## src/rtl/xbus_pkg.sv

```systemverilog
`timescale 1ns/1ps
package xbus_pkg;

  localparam int unsigned WFIELD_W = 4;

  typedef enum logic [1:0] {
    BT_DEMUX8  = 2'b00,
    BT_MUX8    = 2'b01,
    BT_DEMUX16 = 2'b10,
    BT_MUX16   = 2'b11
  } btype_e;

  // bit 0 of btyp: multiplexed, bit 1: 16-bit wide
  typedef struct packed {
    logic                cs_wr_cmd;  // [13]
    logic                cs_rd_cmd;  // [12]
    logic                rdy_pol;    // [11]
    logic                rdy_en;     // [10]
    logic                bus_en;     // [9]
    logic                ale_long;   // [8]
    btype_e              btyp;       // [7:6]
    logic                tri_skip;   // [5]
    logic                dly_skip;   // [4]
    logic [WFIELD_W-1:0] wfield;     // [3:0]
  } cfg_t;

  localparam int unsigned CFG_W = $bits(cfg_t);

  typedef enum logic [2:0] {
    ST_IDLE,
    ST_ALE,
    ST_ALE2,
    ST_DLY,
    ST_CMD,
    ST_TRI
  } state_e;

endpackage

```

## src/rtl/xbus_cfg_reg.sv

```systemverilog
`timescale 1ns/1ps
module xbus_cfg_reg
  import xbus_pkg::*;
#(
  parameter bit BOOT_WIN = 1'b1
) (
  input  logic       clk,
  input  logic       rst_n,
  input  logic       wr_en,
  input  cfg_t       wdata,
  input  logic [1:0] strap_btyp,
  input  logic       strap_ext_n,
  output cfg_t       cfg
);

  cfg_t cfg_q, cfg_d;
  logic boot_pend_q;

  always_comb begin
    cfg_d = cfg_q;
    if (BOOT_WIN && boot_pend_q) begin
      cfg_d.btyp = btype_e'(strap_btyp);
      if (!strap_ext_n) begin
        cfg_d.bus_en   = 1'b1;
        cfg_d.ale_long = 1'b1;
      end
    end else if (wr_en) begin
      cfg_d = wdata;
    end
  end

  always_ff @(posedge clk or negedge rst_n) begin
    if (!rst_n) begin
      cfg_q       <= '0;
      boot_pend_q <= 1'b1;
    end else begin
      cfg_q       <= cfg_d;
      boot_pend_q <= 1'b0;
    end
  end

  assign cfg = cfg_q;

endmodule

```

## src/rtl/xbus_wait_cnt.sv

```systemverilog
`timescale 1ns/1ps
module xbus_wait_cnt #(
  parameter int unsigned W = 4
) (
  input  logic         clk,
  input  logic         rst_n,
  input  logic         load,
  input  logic [W-1:0] load_val,
  input  logic         dec,
  output logic         zero
);

  logic [W-1:0] cnt_q, cnt_d;

  always_comb begin
    cnt_d = cnt_q;
    if (load) begin
      cnt_d = load_val;
    end else if (dec && (cnt_q != '0)) begin
      cnt_d = cnt_q - 1'b1;
    end
  end

  always_ff @(posedge clk or negedge rst_n) begin
    if (!rst_n) cnt_q <= '0;
    else        cnt_q <= cnt_d;
  end

  assign zero = (cnt_q == '0);

endmodule

```

## src/rtl/xbus_ctrl.sv

```systemverilog
`timescale 1ns/1ps
module xbus_ctrl
  import xbus_pkg::*;
#(
  parameter int unsigned AW = 16,
  parameter int unsigned DW = 16
) (
  input  logic                clk,
  input  logic                rst_n,
  input  cfg_t                cfg,
  input  logic                req,
  input  logic                req_we,
  input  logic [AW-1:0]       req_addr,
  input  logic [DW-1:0]       req_wdata,
  input  logic                win_hit,
  input  logic [DW-1:0]       ad_in,
  input  logic                rdy_in,
  input  logic                wait_zero,
  output logic                wait_load,
  output logic [WFIELD_W-1:0] wait_val,
  output logic                wait_dec,
  output logic                bus_ale,
  output logic                bus_rd,
  output logic                bus_wr,
  output logic                bus_cs,
  output logic [AW-1:0]       bus_addr,
  output logic [DW-1:0]       ad_out,
  output logic                ad_oe,
  output logic [DW-1:0]       rd_data,
  output logic                done
);

  localparam int unsigned BW = DW / 2;

  state_e          st_q, st_d;
  cfg_t            acc_q, acc_d;
  logic            we_q, we_d;
  logic [AW-1:0]   addr_q, addr_d;
  logic [DW-1:0]   wd_q, wd_d;
  logic [DW-1:0]   rdat_q, rdat_d;
  logic            hi_q, hi_d;
  logic            done_q, done_d;

  logic            wide, muxed, rdy_ok, byte_end, start;
  logic            act, in_cmd, in_ale, cs_by_cmd;
  logic [AW-1:0]   cur_addr;
  logic [DW-1:0]   wsel;

  always_comb begin
    wide   = acc_q.btyp[1];
    muxed  = acc_q.btyp[0];
    rdy_ok = !acc_q.rdy_en || (rdy_in == acc_q.rdy_pol);
    start  = req && win_hit && cfg.bus_en;
  end

  // next-state process
  always_comb begin
    st_d     = st_q;
    acc_d    = acc_q;
    we_d     = we_q;
    addr_d   = addr_q;
    wd_d     = wd_q;
    rdat_d   = rdat_q;
    hi_d     = hi_q;
    done_d   = 1'b0;
    wait_dec = 1'b0;
    byte_end = 1'b0;
    unique case (st_q)
      ST_IDLE: begin
        if (start) begin
          st_d   = ST_ALE;
          acc_d  = cfg;
          we_d   = req_we;
          addr_d = req_addr;
          wd_d   = req_wdata;
          hi_d   = 1'b0;
        end
      end
      ST_ALE: begin
        if (acc_q.ale_long)      st_d = ST_ALE2;
        else if (acc_q.dly_skip) st_d = ST_CMD;
        else                     st_d = ST_DLY;
      end
      ST_ALE2: st_d = acc_q.dly_skip ? ST_CMD : ST_DLY;
      ST_DLY:  st_d = ST_CMD;
      ST_CMD: begin
        if (!wait_zero) begin
          wait_dec = 1'b1;
        end else if (rdy_ok) begin
          if (!we_q) begin
            if (wide)      rdat_d          = ad_in;
            else if (hi_q) rdat_d[DW-1:BW] = ad_in[BW-1:0];
            else           rdat_d[BW-1:0]  = ad_in[BW-1:0];
          end
          if (acc_q.tri_skip) byte_end = 1'b1;
          else                st_d     = ST_TRI;
        end
      end
      ST_TRI:  byte_end = 1'b1;
      default: st_d = ST_IDLE;
    endcase
    if (byte_end) begin
      if (wide || hi_q) begin
        st_d   = ST_IDLE;
        done_d = 1'b1;
      end else begin
        hi_d = 1'b1;
        st_d = ST_ALE;
      end
    end
  end

  assign wait_load = (st_d == ST_CMD) && (st_q != ST_CMD);
  assign wait_val  = ~acc_q.wfield;

  // register process
  always_ff @(posedge clk or negedge rst_n) begin
    if (!rst_n) begin
      st_q   <= ST_IDLE;
      acc_q  <= '0;
      we_q   <= 1'b0;
      addr_q <= '0;
      wd_q   <= '0;
      rdat_q <= '0;
      hi_q   <= 1'b0;
      done_q <= 1'b0;
    end else begin
      st_q   <= st_d;
      acc_q  <= acc_d;
      we_q   <= we_d;
      addr_q <= addr_d;
      wd_q   <= wd_d;
      rdat_q <= rdat_d;
      hi_q   <= hi_d;
      done_q <= done_d;
    end
  end

  // output decode
  always_comb begin
    act       = (st_q != ST_IDLE);
    in_cmd    = (st_q == ST_CMD);
    in_ale    = (st_q == ST_ALE) || (st_q == ST_ALE2);
    cs_by_cmd = we_q ? acc_q.cs_wr_cmd : acc_q.cs_rd_cmd;
    cur_addr  = wide ? addr_q : {addr_q[AW-1:1], hi_q};
    wsel      = wide ? wd_q
                     : {{(DW-BW){1'b0}}, (hi_q ? wd_q[DW-1:BW] : wd_q[BW-1:0])};
  end

  assign bus_ale  = in_ale;
  assign bus_rd   = in_cmd && !we_q;
  assign bus_wr   = in_cmd && we_q;
  assign bus_cs   = cs_by_cmd ? in_cmd : act;
  assign bus_addr = act ? cur_addr : '0;
  assign ad_out   = (muxed && in_ale) ? DW'(cur_addr) : wsel;
  assign ad_oe    = (muxed && in_ale) || (we_q && ((st_q == ST_DLY) || in_cmd));
  assign rd_data  = rdat_q;
  assign done     = done_q;

endmodule

```

## src/rtl/xbus_sequencer.sv

```systemverilog
`timescale 1ns/1ps
module xbus_sequencer
  import xbus_pkg::*;
#(
  parameter int unsigned AW       = 16,
  parameter int unsigned DW       = 16,
  parameter bit          BOOT_WIN = 1'b1
) (
  input  logic             clk,
  input  logic             rst_n,
  input  logic             cfg_we,
  input  logic [CFG_W-1:0] cfg_wdata,
  input  logic [1:0]       strap_btyp,
  input  logic             strap_ext_n,
  input  logic             req,
  input  logic             req_we,
  input  logic [AW-1:0]    req_addr,
  input  logic [DW-1:0]    req_wdata,
  input  logic             win_hit,
  output logic [DW-1:0]    rd_data,
  output logic             done,
  output logic             bus_ale,
  output logic             bus_rd,
  output logic             bus_wr,
  output logic             bus_cs,
  output logic [AW-1:0]    bus_addr,
  output logic [DW-1:0]    bus_ad_out,
  output logic             bus_ad_oe,
  input  logic [DW-1:0]    bus_ad_in,
  input  logic             bus_rdy
);

  logic [1:0]          rst_pipe;
  logic                rst_int;
  cfg_t                cfg;
  logic                wait_load, wait_dec, wait_zero;
  logic [WFIELD_W-1:0] wait_val;

  // reset asserts at once, releases on the second clock edge
  always_ff @(posedge clk or negedge rst_n) begin
    if (!rst_n) rst_pipe <= '0;
    else        rst_pipe <= {rst_pipe[0], 1'b1};
  end
  assign rst_int = rst_pipe[1];

  xbus_cfg_reg #(.BOOT_WIN(BOOT_WIN)) u_cfg (
    .clk         (clk),
    .rst_n       (rst_int),
    .wr_en       (cfg_we),
    .wdata       (cfg_t'(cfg_wdata)),
    .strap_btyp  (strap_btyp),
    .strap_ext_n (strap_ext_n),
    .cfg         (cfg)
  );

  xbus_wait_cnt #(.W(WFIELD_W)) u_wait (
    .clk      (clk),
    .rst_n    (rst_int),
    .load     (wait_load),
    .load_val (wait_val),
    .dec      (wait_dec),
    .zero     (wait_zero)
  );

  xbus_ctrl #(.AW(AW), .DW(DW)) u_ctrl (
    .clk       (clk),
    .rst_n     (rst_int),
    .cfg       (cfg),
    .req       (req),
    .req_we    (req_we),
    .req_addr  (req_addr),
    .req_wdata (req_wdata),
    .win_hit   (win_hit),
    .ad_in     (bus_ad_in),
    .rdy_in    (bus_rdy),
    .wait_zero (wait_zero),
    .wait_load (wait_load),
    .wait_val  (wait_val),
    .wait_dec  (wait_dec),
    .bus_ale   (bus_ale),
    .bus_rd    (bus_rd),
    .bus_wr    (bus_wr),
    .bus_cs    (bus_cs),
    .bus_addr  (bus_addr),
    .ad_out    (bus_ad_out),
    .ad_oe     (bus_ad_oe),
    .rd_data   (rd_data),
    .done      (done)
  );

endmodule

```

## config.mk

```make
export PLATFORM = sky130hd
export DESIGN_NAME = xbus_sequencer
export DESIGN_NICKNAME = d
export VERILOG_FILES = /design/src/rtl/xbus_pkg.sv /design/src/rtl/xbus_cfg_reg.sv /design/src/rtl/xbus_wait_cnt.sv /design/src/rtl/xbus_ctrl.sv /design/src/rtl/xbus_sequencer.sv
export SDC_FILE = /design/constraint.sdc
export NUM_CORES = 1
export LEC_CHECK = 0
export ABC_CLOCK_PERIOD_IN_PS = 4150
export CAP_MARGIN = 20
export CORE_ASPECT_RATIO = 2
export CORE_UTILIZATION = 52
export CTS_BUF_LIST = sky130_fd_sc_hd__clkbuf_4
export DETAILED_ROUTE_END_ITERATION = 10
export GPL_ROUTABILITY_DRIVEN = 0
export PLACE_DENSITY = 0.91
export SETUP_SLACK_MARGIN = 0.02
export SKIP_LAST_GASP = 1
export SYNTH_ARGS = -nofsm -noshare
export SYNTH_HDL_FRONTEND = slang
export SYNTH_SLANG_ARGS = --single-unit
```

## constraint.sdc

```tcl
create_clock -name clk -period 4.15 [get_ports clk]
set_clock_uncertainty 0.15 [all_clocks]
set_input_delay 0.83 -clock clk [delete_from_list [all_inputs] [get_ports clk]]
set_output_delay 0.83 -clock clk [all_outputs]
set_load 0.05 [all_outputs]
```

=== Yosys cells after proc, flatten, opt, wreduce, memory -nomap -nowiden ===
Index checks and enable logic that the tools add are counted.

* Output and inout bits: 54
* Register bits after elaboration: 88

* Bitwise gates (word level): 3
* Equal/unequal tests: 10
* $add $sub $neg: 1
* Reductions and logical operators: 27
* Multiplexer cells: 36

{| class="wikitable"
|+ Operators with widths
! kind !! count
|-
| 2-to-1 mux 16 bit || 4
|-
| 2-to-1 mux 8 bit || 3
|-
| 2-to-1 mux 3 bit || 7
|-
| case mux 3 bit (6 select lines) || 1
|-
| 2-to-1 mux 1 bit || 15
|-
| 2-to-1 mux 4 bit || 3
|-
| 2-to-1 mux 10 bit || 1
|-
| AND reduction 5 bit || 2
|-
| == test 3 bit, second input constant || 3
|-
| logical AND 1 bit || 8
|-
| == test 3 x 2 -> 1 bit, second input constant || 2
|-
| AND reduction 2 bit || 3
|-
| nonzero test 2 bit || 3
|-
| logical OR 1 bit || 5
|-
| zero test 4 bit || 1
|-
| inverter 4 bit || 1
|-
| nonzero test 4 bit || 1
|-
| subtractor 4 x 1 -> 4 bit, second input constant || 1
|-
| == test 3 x 1 -> 1 bit, second input constant || 1
|-
| zero test 3 bit || 1
|-
| != test 3 bit, second input constant || 1
|-
| nonzero test 3 bit || 1
|-
| zero test 1 bit || 2
|-
| 2-to-1 mux 2 bit || 1
|-
| other kinds (5) || 6
|}

=== Longest topological paths before layout ===
Gate-level depths: netlist of the first run.

* Depth after elaboration: 9
* Gate-level depth with buffers: 8
* Mapped depth without buffers: 7

=== Hierarchy ===
A second synthesis of the first run with hierarchy kept.

* Cells, all modules: 359
* Area total of the unflattened synthesis: 4156.5 um^2

{| class="wikitable"
|+ Modules (own cells, without submodules)
! module !! cells each !! area an instance (um^2) !! sequential area each (um^2) !! times used
|-
| xbus_ctrl || 290 || 3258.1 || 1676.6 || 1
|-
| xbus_cfg_reg || 39 || 591.8 || 376.6 || 1
|-
| xbus_wait_cnt || 27 || 252.7 || 100.1 || 1
|-
| xbus_sequencer || 3 || 53.8 || 50.0 || 1
|}

=== Least setup slack after synthesis of the first run ===
OpenSTA, ideal clock, no wires.

* Kind: flip-flop to output port
* Start point: register u_ctrl.st_q[1]
* End point: output port bus_ad_out[1]
* Data arrival time: 2.752 ns
* Required time: 3.170 ns
* Cell stages (with the launch flop): 7
* Buffers on the path: 2
* Path slack: 0.418 ns
* Cell sequence: dfrtp_1 buf_2 xnor2_1 nor2_1 nand2_1 clkbuf_1 a31oi_1

* Cells in the longest elaborated chain, start to end: 4

{| class="wikitable"
|+ Ends and longest elaborated chain
! item !! RTL line !! source
|-
| start: declaration || xbus_ctrl.sv:35 || <nowiki>state_e st_q, st_d;</nowiki>
|-
| start signal: assignment || xbus_ctrl.sv:128 || <nowiki>st_q <= st_d;</nowiki>
|-
| == test 3 x 1 -> 1 bit or == test 3 x 2 -> 1 bit (tied branches) || xbus_ctrl.sv:143 || <nowiki>in_ale = (st_q == ST_ALE) || (st_q == ST_ALE2);</nowiki>
|-
| logical OR 1 bit * || xbus_ctrl.sv:143 ||
|-
| via bus_ale || xbus_sequencer.sv:22 || <nowiki>output logic bus_ale,</nowiki>
|-
| logical AND 1 bit * || xbus_ctrl.sv:155 || <nowiki>assign ad_out = (muxed && in_ale) ? DW'(cur_addr) : wsel;</nowiki>
|-
| 2-to-1 mux 16 bit * || xbus_ctrl.sv:155 ||
|-
| end: declaration || xbus_sequencer.sv:27 || <nowiki>output logic [DW-1:0] bus_ad_out,</nowiki>
|}

The timed path passes the listed nets; every way through them passes the cells marked *.

=== Final worst setup path of the first run ===
* Start point: register u_ctrl.st_q[1]
* End point: output port bus_ad_out[0]

* Cells in the longest elaborated chain, start to end: 4

{| class="wikitable"
|+ Ends and longest elaborated chain
! item !! RTL line
|-
| == test 3 x 1 -> 1 bit or == test 3 x 2 -> 1 bit (tied branches) || xbus_ctrl.sv:143
|-
| logical OR 1 bit * || xbus_ctrl.sv:143
|-
| logical AND 1 bit * || xbus_ctrl.sv:155
|-
| 2-to-1 mux 16 bit * || xbus_ctrl.sv:155
|}

Every way passes the cells marked *; elsewhere a longest branch is shown, timed or not.

==> results of run 1 <==
-- stage by stage --
step                setup WS [ns]  instance area [sq um]
floorplan                   0.418                   4150
global placement            0.846                   5470
CTS                         0.247                   5630
global route               0.0347                   5660
detailed placement          0.763                   5470
finish                      0.266                   5660
-- registers in the layout, summed over array words and instances (netlist names), 2 cells and up --
register	count
u_wait.cnt_q	4
u_cfg.cfg	14
u_ctrl.wd_q	16
u_ctrl.st_q	3
u_ctrl.addr_q	16
u_ctrl.rd_data	16
u_ctrl.acc_q	13
rst_pipe	2
-- power groups by stage --
| stage | Sequential (mW) | Combinational [mW] | Clock (mW) |
|---|---|---|---|
| after CTS | 1.52 | 2.78 | 0.538 |
| after global routing | 1.56 | 2.94 | 0.573 |
| after detailed placement | 1.54 | 2.77 | 0 |
| after floorplan | 1.61 | 1.77 | 0 |
| after global placement | 1.51 | 2.71 | 0 |
| final | 1.51 | 2.79 | 0.522 |
-- worst max-delay path, stage by stage (launching register included) --
cell and delay [ns]:
dfrtp_1 0.63, xnor2_1 0.13, nor2_1 0.16, and2_1 0.39, o21ai_0 0.15, o221ai_1 0.15
clkdlybuf4s50_1 0.85
-- worst max path at each step --
stage | startpoint | endpoint | slack [ns] | depth (start not counted)
CTS | u_ctrl.st_q[1] | bus_ad_out[0] | 0.25 | 6
floorplan | u_ctrl.st_q[1] | bus_ad_out[1] | 0.42 | 6
global route | u_ctrl.st_q[1] | bus_ad_out[0] | 0.03 | 6
finish | u_ctrl.st_q[1] | bus_ad_out[0] | 0.27 | 6
detailed placement | u_ctrl.st_q[0] | bus_ad_out[6] | 0.76 | 7
global placement | u_ctrl.st_q[0] | bus_ad_out[3] | 0.85 | 7
-- cell usage in the layout (no fill, tap or decap), drive strengths merged, types with 10 or more instances in the layout --
cell,count
clkdlybuf4s50,125
nor2,24
dfrtp,87
nor2b,19
a21oi,14
nand2,40
mux2i,13
clkbuf,10
mux2,66
-- cell type report --
cell class,count,area share
multi-input combinational,244,0.324
timing repair buffer,131,0.233
clock inverter,6,0.0148
tap,94,0.0208
sequential,88,0.390
clock buffer,10,0.0133
inverter,6,0.00398
-- cells by family after synthesis --
family / Yosys count
compound gates: 42
simple gates: 115
fa+ha+maj: 2
xor+xnor: 4
buf+inv: 26
mux: 79
other cells: 2
flops: 88
-- per-layer routing --
metal / track usage / vias up / part of all wire / wire length, um
met5: 0 / - / 0 / 0
met4: 0.116 / 0 / 0.029 / 295
met3: 0.0603 / 19 / 0.046 / 462
met2: 0.494 / 105 / 0.58 / 5810
met1: 0.259 / 1540 / 0.35 / 3530
li1: - / 1483 / - / -
==> flow_summary_export.csv, run 1 <==
group,metric,value,unit
run_status,outcome,"complete, no violations",
clock_tree,cts_resized,0,
floorplan,die_h,128,um
floorplan,coreArea,7660,sq um
synth,yosysSeqAreaShare,0.531,
critical_path,reg2reg_slack,1.57,ns
placed_design,dpl.cell_count,562,
clock_tree,clockRootBuffer,"clkbuf_4",
synth,yosysMostFrequentCell,"dfrtp_1",
sta,tightest_slew,0.874,ns
placed_design,io_buffers,125,
critical_path,arrival,2.90,ns
final_layout,utilization,0.739,
power_and_ir_drop,finalPower,4.82,mW
synth,synth_flop_cell,"dfrtp_1",
synth,synth_seq_cells,88,
grt,antenna_found_initial,0,
sta,period_minus_slack,3.88,ns
clock_tree,cts_tree,"built",
power_and_ir_drop,p_sw,2.31,mW
final_layout,area_growth,36.2,%
power_and_ir_drop,swShare,0.480,
sta,drv_slew,0,
min_path,hp-class,"reg2async",
grt,grt_start_max_net_pins,87,
sta,relSlewSlack,0.416,
synth,mappedNetlistArea,4150,sq um
sta,holdWs,0.0153,ns
synth,yosys_warnings,0,
critical_path,cp.required,3.17,ns
route,via_per_inst,5.44,
synth,avgSynthCellArea,11.6,sq um
synth,synthXorXnorAreaFrac,0.00844,
critical_path,worst_setup_path_start_kind,"flip-flop",
grt,overflow,0,
floorplan,rows,45,
final_layout,n_antenna_cell,0,
clock_tree,clk_latency,0.44,ns
final_layout,nets,554,
final_layout,fillers,536,
synth,synthSimpleGateAreaFrac,0.144,
sta,max_freq,257,MHz
sta,final.period_utilization,0.936,
sta,rsz0062_at_grt,"no",
route,drc,0,
floorplan,dieArea,8370,sq um
floorplan,die_w,65.2,um
flow_run,drv_cap,0,
synth,synth-async-reset-ratio,1.00,
synth,synthTopCellsByArea,"dfrtp_1 (52%), mux2_2 (12%), mux2_1 (3.8%)",
synth,synth_top_area_cell,"dfrtp_1",
synth,synth_top_area_frac,0.524,
route,wl_per_cell,17.4,um
route,routed-via-count,3147,
synth,synth_edf_count,0,
power_and_ir_drop,p_leak,2.37,nW
power_and_ir_drop,combPwrFrac,0.578,
synth,synthDistinctLibCells,45,
final_layout,final-seq-area,2210,sq um
clock_tree,clkSinkCount,88,
floorplan,pin_count,126,
clock_tree,clk_pin_slew,0.14,ns
power_and_ir_drop,peakVddDrop,0.000377,V
grt,grt_pass1_wl,16000,um
route,drt_wl_total,10100,um
synth,synth_top_family_by_area,"multiplexers",
final_layout,drive_gt1_frac,0.167,
critical_path,r2r_start,"u_ctrl.st_q[1]",
placed_design,place_hpwl,7680,um
final_layout,fin_cells,579,
power_and_ir_drop,internal_power,2.50,mW
critical_path,crit_type,"reg2out",
critical_path,reg2reg_depth,5,
grt,gr-usage-all-layers,0.261,
synth,synth_compound_area_frac,0.0633,
floorplan,start_util,0.542,
power_and_ir_drop,pwr_density_cell,852,nW/um^2
synth,syn_nets,432,
synth,synthMuxAreaShare,0.218,
clock_tree,h-tree-depth,3,
sta,setup-violations-final,0,
synth,postSynthCellCount,358,
clock_tree,cts_buffer_depth,2,
sta,hold_viol,0,
route,drt-initial-drc-count,202,
critical_path,rr_endpoint,"u_ctrl.wd_q[10]",
clock_tree,hold_buffers,0,
clock_tree,cts_setup_buffers,0,
power_and_ir_drop,clock_power_share,0.108,
synth,synthAdderAreaFrac,0.00603,
synth,synth_common_cells,"dfrtp_1 (87), mux2_2 (44), nand2_1 (40), nor2_1 (24), nor2b_1 (19)",
sta,fin_setup_tns,0,ns
route,ant_nets,0,
grt,grt_pass1_vias,3320,
critical_path,critPathMaxFanout,14,
route,drtPass1Iterations,4,
power_and_ir_drop,seq_power_share,0.313,
final_layout,multi_input_area,1830,sq um
critical_path,end_kind,"output pin",
clock_tree,cts-buffers-inserted,9,
Power figures use the tool's default switching activity.
==> run 2: changes to the inputs <==
--- a/config.mk
+++ b/config.mk
@@ -5,14 +5,14 @@
 export SDC_FILE = /design/constraint.sdc
 export NUM_CORES = 1
 export LEC_CHECK = 0
-export ABC_CLOCK_PERIOD_IN_PS = 4150
-export CAP_MARGIN = 20
+export ABC_CLOCK_PERIOD_IN_PS = 4950
+export CAP_MARGIN = 40
 export CORE_ASPECT_RATIO = 2
 export CORE_UTILIZATION = 52
 export CTS_BUF_LIST = sky130_fd_sc_hd__clkbuf_4
 export DETAILED_ROUTE_END_ITERATION = 10
 export GPL_ROUTABILITY_DRIVEN = 0
-export PLACE_DENSITY = 0.91
+export PLACE_DENSITY = 0.95
 export SETUP_SLACK_MARGIN = 0.02
 export SKIP_LAST_GASP = 1
 export SYNTH_ARGS = -nofsm -noshare
==> constraint.sdc (replaced) <==
create_clock -name clk -period 4.95 [get_ports clk]
set_clock_uncertainty 0.15 [all_clocks]
set_input_delay 0.99 -clock clk [delete_from_list [all_inputs] [get_ports clk]]
set_output_delay 0.99 -clock clk [all_outputs]
set_load 0.05 [all_outputs]
==> run 2 against run 1 <==
Power decreased by 17%; die area stayed put; hold slack gained 0.12 ns; final cell count decreased by 0.35%; count of clock-buffer cells in the layout increased by 2; flip-flop and latch count unchanged; sequential share of layout area increased by 0.27 points; critical endpoint unchanged; via count decreased by 0.29%; core utilization shrank 0.51 points.
==> flow_summary_export.csv, run 2 (synthesized netlist as in run 1, its figures left out) <==
group,metric,value,unit
final_layout,final_area,5620,sq um
grt,grt_start_max_net_pins,51,
sta,fin_setup_tns,0,ns
clock_tree,cts_setup_buffers,0,
route,wl_per_cell,17.7,um
clock_tree,clockRootBuffer,"clkbuf_4",
clock_tree,clk_pin_slew,0.13,ns
final_layout,area_growth,35.3,%
clock_tree,cts-buffers-inserted,9,
power_and_ir_drop,peakVddDrop,0.000367,V
sta,hold_viol,0,
sta,period_minus_slack,4.28,ns
critical_path,reg2reg_depth,3,
floorplan,die_w,65.2,um
route,ant_nets,0,
route,routed-via-count,3138,
sta,max_freq,233,MHz
route,via_per_inst,5.44,
final_layout,fillers,564,
floorplan,die_h,128,um
route,drt_wl_total,10200,um
clock_tree,h-tree-depth,3,
floorplan,rows,45,
critical_path,slowest_stage,"clkdlybuf4s50_1",
clock_tree,hold_buffers,0,
grt,grt_pass1_wl,16300,um
grt,antenna_found_initial,0,
sta,final.period_utilization,0.865,
critical_path,cp.required,3.81,ns
critical_path,end_kind,"output pin",
clock_tree,cts_tree,"built",
floorplan,pin_count,126,
route,drt-initial-drc-count,170,
critical_path,r2r_start,"u_ctrl.acc_q[7]",
critical_path,arrival,3.14,ns
final_layout,n_antenna_cell,0,
grt,gr-usage-all-layers,0.262,
sta,setup-violations-final,0,
critical_path,crit_type,"reg2out",
sta,holdWs,0.135,ns
flow_run,drv_cap,0,
final_layout,drive_gt1_frac,0.164,
critical_path,cp-startpoint,"u_ctrl.acc_q[7]",
placed_design,dpl_cell_area,5480,sq um
critical_path,worstPathCellList,"nor2b_1 -> o21ai_0 -> o221ai_1 -> clkdlybuf4s50_1",
sta,relSlewSlack,0.416,
placed_design,io_buffers,125,
grt,grt_pass1_vias,3426,
clock_tree,clkSinkCount,88,
critical_path,reg2reg_slack,2.20,ns
clock_tree,cts_resized,0,
critical_path,worst_setup_path_start_kind,"flip-flop",
critical_path,critical-path-max-stage-delay,0.84,ns
route,drc,0,
sta,drv_slew,0,
sta,rsz0062_at_grt,"no",
final_layout,layout_common_cells,"clkdlybuf4s50_1 (125), dfrtp_1 (86), mux2_2 (44)",
floorplan,coreArea,7660,sq um
final_layout,nets,552,
critical_path,rr_endpoint,"u_ctrl.rd_data[7]",
critical_path,crit_end,"bus_ad_out[0]",
clock_tree,clk_latency,0.42,ns
run_status,outcome,"complete, no violations",
min_path,hp-class,"reg2async",
grt,overflow,0,
power_and_ir_drop,p_leak,2.35,nW
critical_path,critPathMaxFanout,22,
clock_tree,cts_buffer_depth,2,
placed_design,place_hpwl,7970,um
power_and_ir_drop,pwr_density_cell,708,nW/um^2
floorplan,start_util,0.542,
final_layout,mostFrequentLayoutCell,"clkdlybuf4s50_1",
route,drtPass1Iterations,4,
sta,tightest_slew,0.875,ns
placed_design,place_ws,1.08,ns
floorplan,dieArea,8370,sq um
power_and_ir_drop,finalPower,3.98,mW
sta,setup_ws,0.667,ns
-- run 2: changes by cell type in the layout (fill, tap and decap cells not counted), sizes merged --
| cell | change |
|---|---|
| clkinv | -1 |
| clkbuf | +2 |
| bufinv | -1 |
| buf | -2 |
-- run 2: power breakdown --
part           leakage, nW  switching (mW)  total, mW  internal, mW
Sequential            1.04           0.290       1.29          1.00
Combinational         1.24            1.42       2.30         0.882
Clock               0.0726           0.219      0.388         0.168
-- run 2: worst min-delay path by stage --
stage	depth (start not counted)	from	slack, ns	endpoint
final	0	rst_pipe[1]	0.13	u_ctrl.rd_data[4]
after global routing	0	rst_pipe[1]	0.18	u_ctrl.rd_data[1]
after CTS	0	rst_pipe[1]	0.16	u_ctrl.rd_data[1]
after detailed placement	0	rst_pipe[1]	0.17	u_ctrl.rd_data[5]
after global placement	0	rst_pipe[0]	0.19	rst_pipe[1]
after floorplan	0	rst_pipe[0]	0.18	rst_pipe[1]
-- run 2: metrics by stage --
step / utilization / cells
5_1_grt: 0.733 / 577
4_1_cts: 0.733 / 577
2_1_floorplan: - / 358
3_5_place_dp: 0.716 / 561
3_3_place_gp: 0.711 / 559
6_report: 0.733 / 577
-- run 2: final cells by class --
type	instances	area (sq um)	area share
sequential	88	2210	0.393
timing repair buffer	129	1300	0.232
tap	94	118	0.0209
multi-input combinational	244	1830	0.326
inverter	6	22.5	0.00401
clock buffer	12	90.1	0.0160
clock inverter	4	45.0	0.00802
-- run 2: worst max-delay path: cells and delay by family (launching register included) --
kind	cells	cell delay, ns
AOI/OAI and AO/OA	2	0.39
buffers and inverters	1	0.84
DFF	1	0.72
and+or+nand+nor	1	0.76
-- run 2: metal layers --
layer  part of all wire  GRT usage  wire length (um)  up-vias
met5                  0          0                 0        -
met4              0.039      0.137               403        0
met3              0.035     0.0363               356       26
met2               0.58      0.505              5950       99
met1               0.34      0.259              3510     1523
li1                   -          -                 -     1490
==> run 3: changes to the inputs <==
--- a/config.mk
+++ b/config.mk
@@ -12,8 +12,9 @@
 export CTS_BUF_LIST = sky130_fd_sc_hd__clkbuf_4
 export DETAILED_ROUTE_END_ITERATION = 10
 export GPL_ROUTABILITY_DRIVEN = 0
+export MAX_ROUTING_LAYER = met4
 export PLACE_DENSITY = 0.95
-export SETUP_SLACK_MARGIN = 0.02
+export SETUP_SLACK_MARGIN = 0.3
 export SKIP_LAST_GASP = 1
 export SYNTH_ARGS = -nofsm -noshare
 export SYNTH_HDL_FRONTEND = slang
==> run 3 against run 2 <==
Sequential share of layout area unchanged; first-iteration DRC count fell by 17%; die area unchanged; critical path depth unchanged; core utilization unchanged; sequential power is essentially flat; largest power group unchanged; final area did not move; maximum frequency down 0.48%; largest cell class unchanged; clock power hardly changed.
==> flow_summary_export.csv, run 3 (synthesized netlist as in run 1, its figures left out) <==
group,metric,value,unit
run_status,outcome,"complete, no violations",
floorplan,rows,45,
grt,gr-usage-all-layers,0.270,
power_and_ir_drop,clock_power_share,0.098,
sta,hold_viol,0,
critical_path,critPathMaxFanout,22,
clock_tree,cts_tree,"built",
sta,setup-violations-final,0,
final_layout,area_growth,35.3,%
grt,antenna_found_initial,0,
floorplan,pin_count,126,
floorplan,die_w,65.2,um
clock_tree,clkSinkCount,88,
sta,max_freq,232,MHz
route,wl_per_cell,17.6,um
critical_path,worst_setup_path_start_kind,"flip-flop",
critical_path,slowest_stage,"clkdlybuf4s50_1",
route,drt-initial-drc-count,141,
critical_path,reg2reg_depth,3,
critical_path,cp.required,3.81,ns
grt,grt_pass1_wl,16300,um
sta,period_minus_slack,4.30,ns
route,drt_wl_total,10200,um
grt,grt_start_max_net_pins,51,
sta,drv_slew,0,
final_layout,fillers,564,
flow_run,drv_cap,0,
clock_tree,hold_buffers,0,
clock_tree,cts_buffer_depth,2,
clock_tree,cts-buffers-inserted,9,
sta,holdWs,0.133,ns
placed_design,place_hpwl,7970,um
power_and_ir_drop,combPwrFrac,0.578,
route,drc,0,
sta,final.period_utilization,0.869,
power_and_ir_drop,p_leak,2.35,nW
final_layout,n_antenna_cell,0,
clock_tree,h-tree-depth,3,
clock_tree,clockRootBuffer,"clkbuf_4",
final_layout,drive_gt1_frac,0.164,
clock_tree,cts_setup_buffers,0,
critical_path,critPathTopFamily,"buffers and inverters",
power_and_ir_drop,internal_power,2.05,mW
sta,fin_setup_tns,0,ns
grt,overflow,0,
critical_path,reg2reg_slack,2.19,ns
route,ant_nets,0,
power_and_ir_drop,peakVddDrop,0.000367,V
final_layout,layout_common_cells,"clkdlybuf4s50_1 (125), dfrtp_1 (86), mux2_2 (44)",
critical_path,arrival,3.16,ns
floorplan,die_h,128,um
min_path,hp-class,"reg2async",
critical_path,worst-path-buf-inv,1,
critical_path,crit_type,"reg2out",
power_and_ir_drop,seq_power_share,0.324,
route,drtPass1Iterations,4,
floorplan,dieArea,8370,sq um
final_layout,mostFrequentLayoutCell,"clkdlybuf4s50_1",
sta,relSlewSlack,0.400,
final_layout,nets,552,
route,routed-via-count,3142,
clock_tree,clk_latency,0.42,ns
route,via_per_inst,5.45,
clock_tree,cts_resized,0,
power_and_ir_drop,pwr_density_cell,708,nW/um^2
grt,grt_pass1_vias,3426,
placed_design,io_buffers,125,
power_and_ir_drop,swShare,0.484,
clock_tree,clk_pin_slew,0.14,ns
critical_path,critical-path-max-stage-delay,0.84,ns
floorplan,coreArea,7660,sq um
floorplan,start_util,0.542,
power_and_ir_drop,p_sw,1.93,mW
critical_path,worstPathCellList,"nor2b_1 -> o21ai_0 -> o221ai_1 -> clkdlybuf4s50_1",
critical_path,crit_cells,4,
sta,rsz0062_at_grt,"no",
sta,tightest_slew,0.901,ns
critical_path,end_kind,"output pin",
-- run 3: cell counts in the layout (fill, tap and decap cells not counted) --
Identical to the previous run, type by type.
-- run 3: worst register-to-register path, stage by stage, from the launching register on --
cell and delay (ns):
dfrtp_1 0.95, nor2b_1 0.40, nor4_4 0.79, mux2_4 0.36
-- run 3: power by group through the flow --
stage                     registers [mW]  logic (mW)  clock network [mW]
final                               1.29        2.30               0.389
after CTS                           1.29        2.31               0.400
after global placement              1.29        2.24                   0
after global routing                1.33        2.42               0.432
after detailed placement            1.30        2.31                   0
after floorplan                     1.35        1.48                   0
-- run 3: area by class of cell --
class,count,area [sq um],share of cell area
timing repair buffer,129,1300,0.232
clock inverter,4,45.0,0.00802
inverter,6,22.5,0.00401
multi-input combinational,244,1830,0.326
tap,94,118,0.0209
sequential,88,2210,0.393
clock buffer,12,90.1,0.0160
-- run 3: stage by stage --
| step | power (mW) | util | instance area (sq um) | cells | worst slack, ns |
|---|---|---|---|---|---|
| 3_5_place_dp | 3.61 | 0.716 | 5480 | 561 | 1.08 |
| 4_1_cts | 4.00 | 0.733 | 5620 | 577 | 0.599 |
| 3_3_place_gp | 3.52 | 0.711 | 5450 | 559 | 1.26 |
| 5_1_grt | 4.18 | 0.733 | 5620 | 577 | 0.438 |
| 2_1_floorplan | 2.83 | - | 4150 | 358 | 1.06 |
| 6_report | 3.98 | 0.733 | 5620 | 577 | 0.646 |
-- run 3: final timing paths --
| check | startpoint | end |
|---|---|---|
| setup / recovery | u_ctrl.acc_q[7] | bus_ad_out[0] |
| hold / removal | rst_pipe[1] | u_ctrl.rd_data[4] |
| setup reg to reg | u_ctrl.acc_q[7] | u_ctrl.rd_data[7] |
| hold reg to reg | rst_pipe[1] | u_ctrl.rd_data[4] |
| max in group asynchronous | rst_pipe[1] | u_cfg.boot_pend_q |
| min in group clk | rst_pipe[0] | rst_pipe[1] |
-- run 3: per-layer routing --
| metal | vias up | track usage | routed length (um) |
|---|---|---|---|
| met5 | - | - | 0 |
| met4 | 0 | 0.137 | 405 |
| met3 | 29 | 0.0363 | 396 |
| met2 | 115 | 0.503 | 5950 |
| met1 | 1510 | 0.260 | 3420 |
| li1 | 1488 | - | - |
